==> src/rtl/fpsb_pkg.sv <==
package fpsb_pkg;
  localparam int NUNITS = 3;
  typedef enum logic [1:0] {
    U_ADD = 2'd0,
    U_MUL = 2'd1,
    U_DIV = 2'd2,
    U_RSV = 2'd3
  } unit_e;
endpackage

==> src/rtl/fpsb_unit_timer.sv <==
module fpsb_unit_timer #(
  parameter int CW = 5,
  parameter int RW = 5
) (
  input  logic          clk,
  input  logic          rst_n,
  input  logic          start,
  input  logic [CW-1:0] start_lat,
  input  logic [RW-1:0] start_dst,
  output logic          busy,
  output logic          done,
  output logic [RW-1:0] dst,
  output logic [CW-1:0] cnt
);
  always_ff @(posedge clk or negedge rst_n) begin
    if (!rst_n) begin
      cnt <= '0;
      dst <= '0;
    end else if (start) begin
      cnt <= start_lat;
      dst <= start_dst;
    end else if (cnt != '0) begin
      cnt <= cnt - CW'(1);
    end
  end

  assign busy = (cnt != '0);
  assign done = (cnt == CW'(1));
endmodule

==> src/rtl/fpsb_reg_flags.sv <==
module fpsb_reg_flags #(
  parameter int NREG = 32,
  parameter int RW   = 5
) (
  input  logic            clk,
  input  logic            rst_n,
  input  logic            set_en,
  input  logic [RW-1:0]   set_idx,
  input  logic            clr_en,
  input  logic [RW-1:0]   clr_idx,
  output logic [NREG-1:0] flags
);
  always_ff @(posedge clk or negedge rst_n) begin
    if (!rst_n) begin
      flags <= '0;
    end else begin
      for (int i = 0; i < NREG; i++) begin
        if (set_en && (RW'(i) == set_idx))
          flags[i] <= 1'b1;
        else if (clr_en && (RW'(i) == clr_idx))
          flags[i] <= 1'b0;
      end
    end
  end
endmodule

==> src/rtl/fpsb_issue_check.sv <==
module fpsb_issue_check
  import fpsb_pkg::*;
#(
  parameter int NREG  = 32,
  parameter int RW    = 5,
  parameter int CW    = 5,
  parameter int LAT_ADD = 2,
  parameter int LAT_MS  = 4,
  parameter int LAT_MD  = 5,
  parameter int LAT_DS  = 12,
  parameter int LAT_DD  = 19
) (
  input  logic [1:0]                   unit,
  input  logic                         dbl,
  input  logic [RW-1:0]                src_a,
  input  logic [RW-1:0]                src_b,
  input  logic [RW-1:0]                dst,
  input  logic [NREG-1:0]              reg_busy,
  input  logic [NUNITS-1:0]            unit_busy,
  input  logic [NUNITS-1:0][CW-1:0]    cnt,
  output logic                         ready,
  output logic [CW-1:0]                lat
);
  logic rsv, ubusy, clash, reg_hit;

  always_comb begin
    case (unit_e'(unit))
      U_ADD:   lat = CW'(LAT_ADD);
      U_MUL:   lat = dbl ? CW'(LAT_MD) : CW'(LAT_MS);
      U_DIV:   lat = dbl ? CW'(LAT_DD) : CW'(LAT_DS);
      default: lat = '0;
    endcase
  end

  always_comb begin
    rsv   = (unit_e'(unit) == U_RSV);
    ubusy = 1'b0;
    clash = 1'b0;
    for (int u = 0; u < NUNITS; u++) begin
      if (int'(unit) == u) begin
        ubusy = unit_busy[u];
      end else if (cnt[u] == (lat + CW'(1))) begin
        clash = 1'b1;
      end
    end
    reg_hit = reg_busy[src_a] | reg_busy[src_b] | reg_busy[dst];
    ready   = !rsv && !ubusy && !reg_hit && !clash;
  end
endmodule

==> src/rtl/fp_issue_scoreboard.sv <==
module fp_issue_scoreboard
  import fpsb_pkg::*;
#(
  parameter int NREG    = 32,
  parameter int LAT_ADD = 2,
  parameter int LAT_MS  = 4,
  parameter int LAT_MD  = 5,
  parameter int LAT_DS  = 12,
  parameter int LAT_DD  = 19
) (
  input  logic                      clk,
  input  logic                      rst_n,
  input  logic                      in_valid,
  output logic                      in_ready,
  input  logic [1:0]                in_unit,
  input  logic                      in_dbl,
  input  logic [$clog2(NREG)-1:0]   in_src_a,
  input  logic [$clog2(NREG)-1:0]   in_src_b,
  input  logic [$clog2(NREG)-1:0]   in_dst,
  output logic                      wb_valid,
  output logic [1:0]                wb_unit,
  output logic [$clog2(NREG)-1:0]   wb_reg,
  output logic [NUNITS-1:0]         unit_busy,
  output logic [NREG-1:0]           reg_busy
);
  localparam int RW     = $clog2(NREG);
  localparam int MAXLAT = LAT_DD + 2;
  localparam int CW     = $clog2(MAXLAT + 1);

  logic                      fire;
  logic [CW-1:0]             new_lat;
  logic [NUNITS-1:0]         done_vec;
  logic [NUNITS-1:0]         start_vec;
  logic [NUNITS-1:0][CW-1:0] cnt;
  logic [NUNITS-1:0][RW-1:0] udst;

  fpsb_issue_check #(
    .NREG(NREG), .RW(RW), .CW(CW),
    .LAT_ADD(LAT_ADD), .LAT_MS(LAT_MS), .LAT_MD(LAT_MD),
    .LAT_DS(LAT_DS), .LAT_DD(LAT_DD)
  ) check_i (
    .unit(in_unit), .dbl(in_dbl), .src_a(in_src_a), .src_b(in_src_b),
    .dst(in_dst), .reg_busy(reg_busy), .unit_busy(unit_busy), .cnt(cnt),
    .ready(in_ready), .lat(new_lat)
  );

  assign fire = in_valid && in_ready;

  for (genvar g = 0; g < NUNITS; g++) begin : g_unit
    assign start_vec[g] = fire && (int'(in_unit) == g);
    fpsb_unit_timer #(.CW(CW), .RW(RW)) timer_i (
      .clk(clk), .rst_n(rst_n),
      .start(start_vec[g]), .start_lat(new_lat), .start_dst(in_dst),
      .busy(unit_busy[g]), .done(done_vec[g]), .dst(udst[g]), .cnt(cnt[g])
    );
  end

  always_comb begin
    wb_unit = 2'd0;
    wb_reg  = '0;
    for (int u = NUNITS - 1; u >= 0; u--) begin
      if (done_vec[u]) begin
        wb_unit = 2'(u);
        wb_reg  = udst[u];
      end
    end
  end
  assign wb_valid = |done_vec;

  fpsb_reg_flags #(.NREG(NREG), .RW(RW)) flags_i (
    .clk(clk), .rst_n(rst_n),
    .set_en(fire), .set_idx(in_dst),
    .clr_en(wb_valid), .clr_idx(wb_reg),
    .flags(reg_busy)
  );
endmodule

==> config.mk <==
export PLATFORM = sky130hd
export DESIGN_NAME = fp_issue_scoreboard
export DESIGN_NICKNAME = d
export VERILOG_FILES = /design/src/rtl/fpsb_pkg.sv /design/src/rtl/fpsb_unit_timer.sv /design/src/rtl/fpsb_reg_flags.sv /design/src/rtl/fpsb_issue_check.sv /design/src/rtl/fp_issue_scoreboard.sv
export SDC_FILE = /design/constraint.sdc
export NUM_CORES = 1
export LEC_CHECK = 0
export BUFFER_PORTS_ARGS = -buffer_cell sky130_fd_sc_hd__buf_2
export CORE_MARGIN = 1.5
export CORE_UTILIZATION = 40
export DETAILED_ROUTE_END_ITERATION = 12
export HOLD_SLACK_MARGIN = 0.12
export PLACE_DENSITY_LB_ADDON = 0.25
export SETUP_SLACK_MARGIN = 0.1
export SLEW_MARGIN = 20
export SYNTH_ARGS = -nofsm -noshare
export SYNTH_HDL_FRONTEND = slang
export SYNTH_SLANG_ARGS = --single-unit
==> constraint.sdc <==
create_clock -name clk -period 4.65 [get_ports clk]
set_clock_uncertainty 0.05 [all_clocks]
set_input_delay 1.1625 -clock clk [delete_from_list [all_inputs] [get_ports clk]]
set_output_delay 1.1625 -clock clk [all_outputs]
set_load 0.01 [all_outputs]
# Word level (Yosys, flattened, before mapping)
# Index checks and enable logic that the tools add are counted.
# word_totals
mem_bits_ro	0
ram_bits	0
latchBits	0
out_inout_bits	44
elab_cells	332
regBits	62
n_memories	0
in_bits	21
# classes
order_cmp	3
addsub	4
reduce_logical	118
n_bitwise	2
mul	0
eq_ne	73
div_mod_pow	0
mux	94
shifts	0
# ops
op	count
equality test 5 bit (first input constant)	32
equality test 4 x 5 -> 1 bit (first input constant)	16
2-to-1 mux 1 bit	77
logical AND 1 bit	71
nonzero test 2 bit	35
2-to-1 mux 5 bit	10
equality test 3 x 5 -> 1 bit (first input constant)	8
equality test 2 x 5 -> 1 bit (first input constant)	4
< comparator 5 x 6 -> 1 bit (second input constant)	3
binary-select mux 1 bit (select 5 bit)	3
equality test 5 x 1 -> 1 bit (second input constant)	3
equality test 5 bit	3
case mux 5 bit (3 select lines)	1
nonzero test 5 bit	3
subtractor 5 x 1 -> 5 bit (second input constant)	3
equality test 1 x 5 -> 1 bit (first input constant)	2
logical NOT 5 bit	2
equality test 2 bit (second input constant)	4
2-to-1 mux 2 bit	3
adder 5 x 1 -> 5 bit (second input constant)	1
logical NOT 1 bit	4
logical NOT 2 bit	2
OR reduction 3 bit	1
equality test 2 x 1 -> 1 bit (second input constant)	1
OR 1 bit	2

# Longest topological paths before layout
# depth
ltp_word	15
ltp_mapped	11
mapped_depth_nobuf	10

# Cells and area by module
# A second synthesis with hierarchy kept.
# hier_totals
cells_unflattened	419
area_unflattened_um2	4192.8
# by_module_without_submodules
mod	n_inst	seq_area_each_um2	area_each_um2	cells_each
fpsb_unit_timer	3	250.2	483.0	39
fpsb_reg_flags	1	800.8	1313.8	126
fpsb_issue_check	1	0.0	1244.9	146
fp_issue_scoreboard	1	0.0	185.2	30

# Worst setup path before layout
# OpenSTA, ideal clock, no wires.
# synth_path
path_kind	input -> output
from	in in_unit[0]
to	out in_ready
path_buffers	2
path_stages	9
t_required_ps	3438
t_arrival_ps	3146
setup_slack_ps	291
cell_sequence	buf_4 clkbuf_1 a21oi_1 ha_1 or3_4 and2_1 a311o_1 nor2_1 and3_1
# synth_between
elab_chain_len	12
elab_cells_between_ends	27
classes_between	1 x add/sub; 8 x eq/ne; 10 x mux; 8 x reduce/logical
# synth_lines
item	line_no	source
start: declaration	fp_issue_scoreboard.sv:15	input logic [1:0] in_unit,
equality test 2 bit, or another cell as far along	fpsb_issue_check.sv:27	case (unit_e'(unit))
case mux 5 bit (3 select lines)	fpsb_issue_check.sv:27	
adder 5 x 1 -> 5 bit	fpsb_issue_check.sv:42	end else if (cnt[u] == (lat + CW'(1))) begin
equality test 5 bit	fpsb_issue_check.sv:42	
2-to-1 mux 1 bit	fpsb_issue_check.sv:42	
2-to-1 mux 1 bit	fpsb_issue_check.sv:40	if (int'(unit) == u) begin
2-to-1 mux 1 bit	fpsb_issue_check.sv:42	
2-to-1 mux 1 bit	fpsb_issue_check.sv:40	
2-to-1 mux 1 bit	fpsb_issue_check.sv:42	
2-to-1 mux 1 bit	fpsb_issue_check.sv:40	
logical NOT 1 bit	fpsb_issue_check.sv:47	ready = !rsv && !ubusy && !reg_hit && !clash;
logical AND 1 bit (*)	fpsb_issue_check.sv:47	
end: declaration	fp_issue_scoreboard.sv:14	output logic in_ready,
# Every way passes the cells marked *; elsewhere a longest branch is shown, timed or not.

# Worst setup path after layout
# layout_path
from	in in_unit[1]
to	out in_ready
# The elaborated chain is that of the path after synthesis.

==> flow_metrics.tcl <==
set metrics [dict create \
    status "finished clean" \
    hold_class "reg2reg" \
    fin_crit_sh_pct 95.9 \
    fin_util_pct 48.5 \
    path_buf_inv 2 \
    clkLatencyLatePin_ns 0.35 \
    rsz0062_at_grt "no" \
    layout-drive-gt1-share_pct 28.3 \
    hpwl_mm 9.79 \
    layout_setup_ws_ns 0.189 \
    cpPeakStageDelay_ns 0.41 \
    arrival_ns 3.25 \
    hold_path_end "g_unit[1].timer_i.dst[3]" \
    grt_max_degree 47 \
    synth.distinct_cells 58 \
    netSwitchingPower_mw 0.986 \
    combPwrFrac_pct 42.1 \
    synth_fp_nets 483 \
    first_iter_violations 396 \
    drc 0 \
    whs_path_depth 1 \
    drv_slew 0 \
    placed_cells 645 \
    first_global_vias 4002 \
    synth_top_area_cell "dfrtp_1" \
    postCtsHoldBufs 0 \
    clockRootBuffer "clkbuf_8" \
    reg2reg_from "g_unit[0].timer_i.cnt[0]" \
    grt_pass1_wl_mm 21.5 \
    ys.flop_type "dfrtp_1" \
    areaGrowthSynthToFinish_pct 16.2 \
    crit_start "in_unit[1]" \
    ys_warn_count 0 \
    pwr-share-clk_pct 19.5 \
    drt_wl_total_mm 13.4 \
    hold_path.startpoint "g_unit[1].timer_i.dst[3]" \
    tightestPinTransition_ns 0.602 \
    antenna_left 0 \
    r2r_slack_ns 1.39 \
    fin_crit_ns 4.46 \
    p_sw_share_pct 42.3 \
    yosysTopAreaCellShare_pct 35.5 \
    peakVddDrop_mv 0.201 \
    clk_pin_slew_ns 0.06 \
    r2r_cells 9 \
    synth_edf_count 0 \
    wl_per_cell_um 20.3 \
    ys_top_cells_by_area "dfrtp_1 (36%), mux4_2 (6.2%), mux2i_1 (6.0%)" \
    ioPinCount 65 \
    worst-setup-path-type "in2out" \
    synth_area_per_cell_sq_um 9.60 \
    synthCells 455 \
    setup_viol 0 \
    ys_ff_latch 62 \
    hold_viol 0 \
    clock-sinks 62 \
    fp.dieW_um 108 \
    endpoint_kind "output port" \
    synth_area_sq_um 4370 \
    fin_area_sq_um 5080 \
    maxSlewHeadroom_pct 59.8 \
    crit_fanout 11 \
    fp-row-count 37 \
    first_pass_iters 5 \
    fin_setup_tns_ns 0 \
    fin_nets 549 \
    fp.dieH_um 108 \
    async_flop_share_pct 100 \
    required_ns 3.44 \
    globalRouteOverflowTotal 0 \
    final_cells 662 \
    htreeDepth 3 \
    antenna-diode-count 0 \
    clockBufferDepth 2 \
    internal_power_mw 1.34 \
    seqPwrFrac_pct 38.4 \
    fmaxAchievable_mhz 224 \
    viasPerCell 6.08 \
    core_sq_um 10500 \
    crit_slowest_cell "or3_4" \
    p_per_area_nw_per_um2 459 \
    track_usage_pct 24.5 \
    final_cell_mix "buf_2 (63), dfrtp_1 (62), o21ai_0 (40), o21ai_1 (32), mux2i_1 (26)" \
    io_buffers 64 \
    dieArea_sq_um 11600 \
    r2r_end "g_unit[0].timer_i.dst[4]" \
    antenna_found_initial 0 \
    post-place-ws_ns 0.138 \
    crit_chain "buf_2 > xnor2_2 > nor2_1 > ha_2 > or3_4 > and2_1 > a311o_1 > nor2_1 > and3_1 > buf_2" \
    yosysSeqAreaShare_pct 35.5 \
    initial_utilization_pct 41.8 \
    crit_cells 10 \
    num_vias 4024 \
    path_delay_family "simple AND/OR/NAND/NOR gates" \
    cts_tree "built" \
    numCtsBuffers 9 \
    p_leak_nw 2.06 \
    place_congestion 0.914 \
    drv_cap 0 \
    cp-start-kind "input pin" \
    place_area_sq_um 4860 \
    final_common_cell "buf_2" \
]
-- final cells by class --
type	count	area [sq um]
clock buffers	11	151
clock inverters	5	33.8
fillers	1037	5380
inverters	11	41.3
multi-input cells	354	2670
flip-flops and latches	62	1550
well taps	136	170
repair buffers	83	465
-- metal layers --
metal	wire length (um)	up-vias	part of all wire (%)	track usage (%)
met5	0	-	0	0
met2	5840	215	43	35.7
met3	1360	27	10	6.23
met4	254	0	1.9	7.71
met1	5980	1950	45	35.5
li1	-	1832	-	-
-- power groups by stage --
| stage | Sequential (mW) | Combinational (mW) | Clock (mW) |
|---|---|---|---|
| after global placement | 0.890 | 0.948 | 0 |
| after CTS | 0.883 | 0.973 | 0.460 |
| after detailed placement | 0.894 | 0.965 | 0 |
| final | 0.895 | 0.981 | 0.453 |
| after global routing | 0.913 | 1.10 | 0.485 |
| after floorplan | 0.807 | 0.697 | 0 |
-- per-stage QoR --
stage / hold WS (ns) / power, mW
finish: 0.459 / 2.33
CTS: 0.462 / 2.32
global placement: 0.436 / 1.84
detailed placement: 0.448 / 1.86
floorplan: 0.429 / 1.50
global route: 0.480 / 2.50
-- cell usage after synthesis (4+ instances only) --
master	count
a21oi_1	14
a22oi_1	9
a31oi_1	5
and2_1	5
and3_1	4
buf_2	5
buf_4	6
clkbuf_1	15
dfrtp_1	62
ha_1	7
inv_1	11
mux2_2	15
mux2_4	5
mux2i_1	26
mux4_2	12
nand2_1	23
nand2b_1	16
nand3_1	17
nand3b_1	7
nand4_1	8
nand4b_1	4
nor2_1	25
nor2b_1	11
nor3_1	6
nor3b_1	4
nor4b_1	4
o211ai_1	4
o21ai_0	40
o21ai_1	32
xnor2_1	8
-- registers in the layout (all words and copies together) (netlist names) --
signal,count
g_unit.timer_i.cnt,15
g_unit.timer_i.dst,15
flags_i.flags,32
-- cell families after synthesis --
| group | Yosys count | share of synthesized area [%] |
|---|---|---|
| compound gates | 121 | 16.3 |
| xor+xnor | 11 | 2.21 |
| fa+ha+maj | 7 | 2.00 |
| buf+inv | 39 | 4.01 |
| flops | 62 | 35.5 |
| mux | 58 | 17.7 |
| simple gates | 157 | 22.2 |
-- worst max path at each step --
stage / endpoint / slack [ns]
CTS: in_ready / 0.12
floorplan: in_ready / 0.29
global placement: in_ready / 0.21
global route: in_ready / 0.11
finish: in_ready / 0.19
detailed placement: in_ready / 0.14
-- what timing repair did --
action | CTS | global route
setup endpoints to repair | 0 | 1
endpoints found under the hold margin | 0 | 0
resized for setup | 0 | 4
buffers inserted | 0 | 1
(Power assumes the default switching activity.)
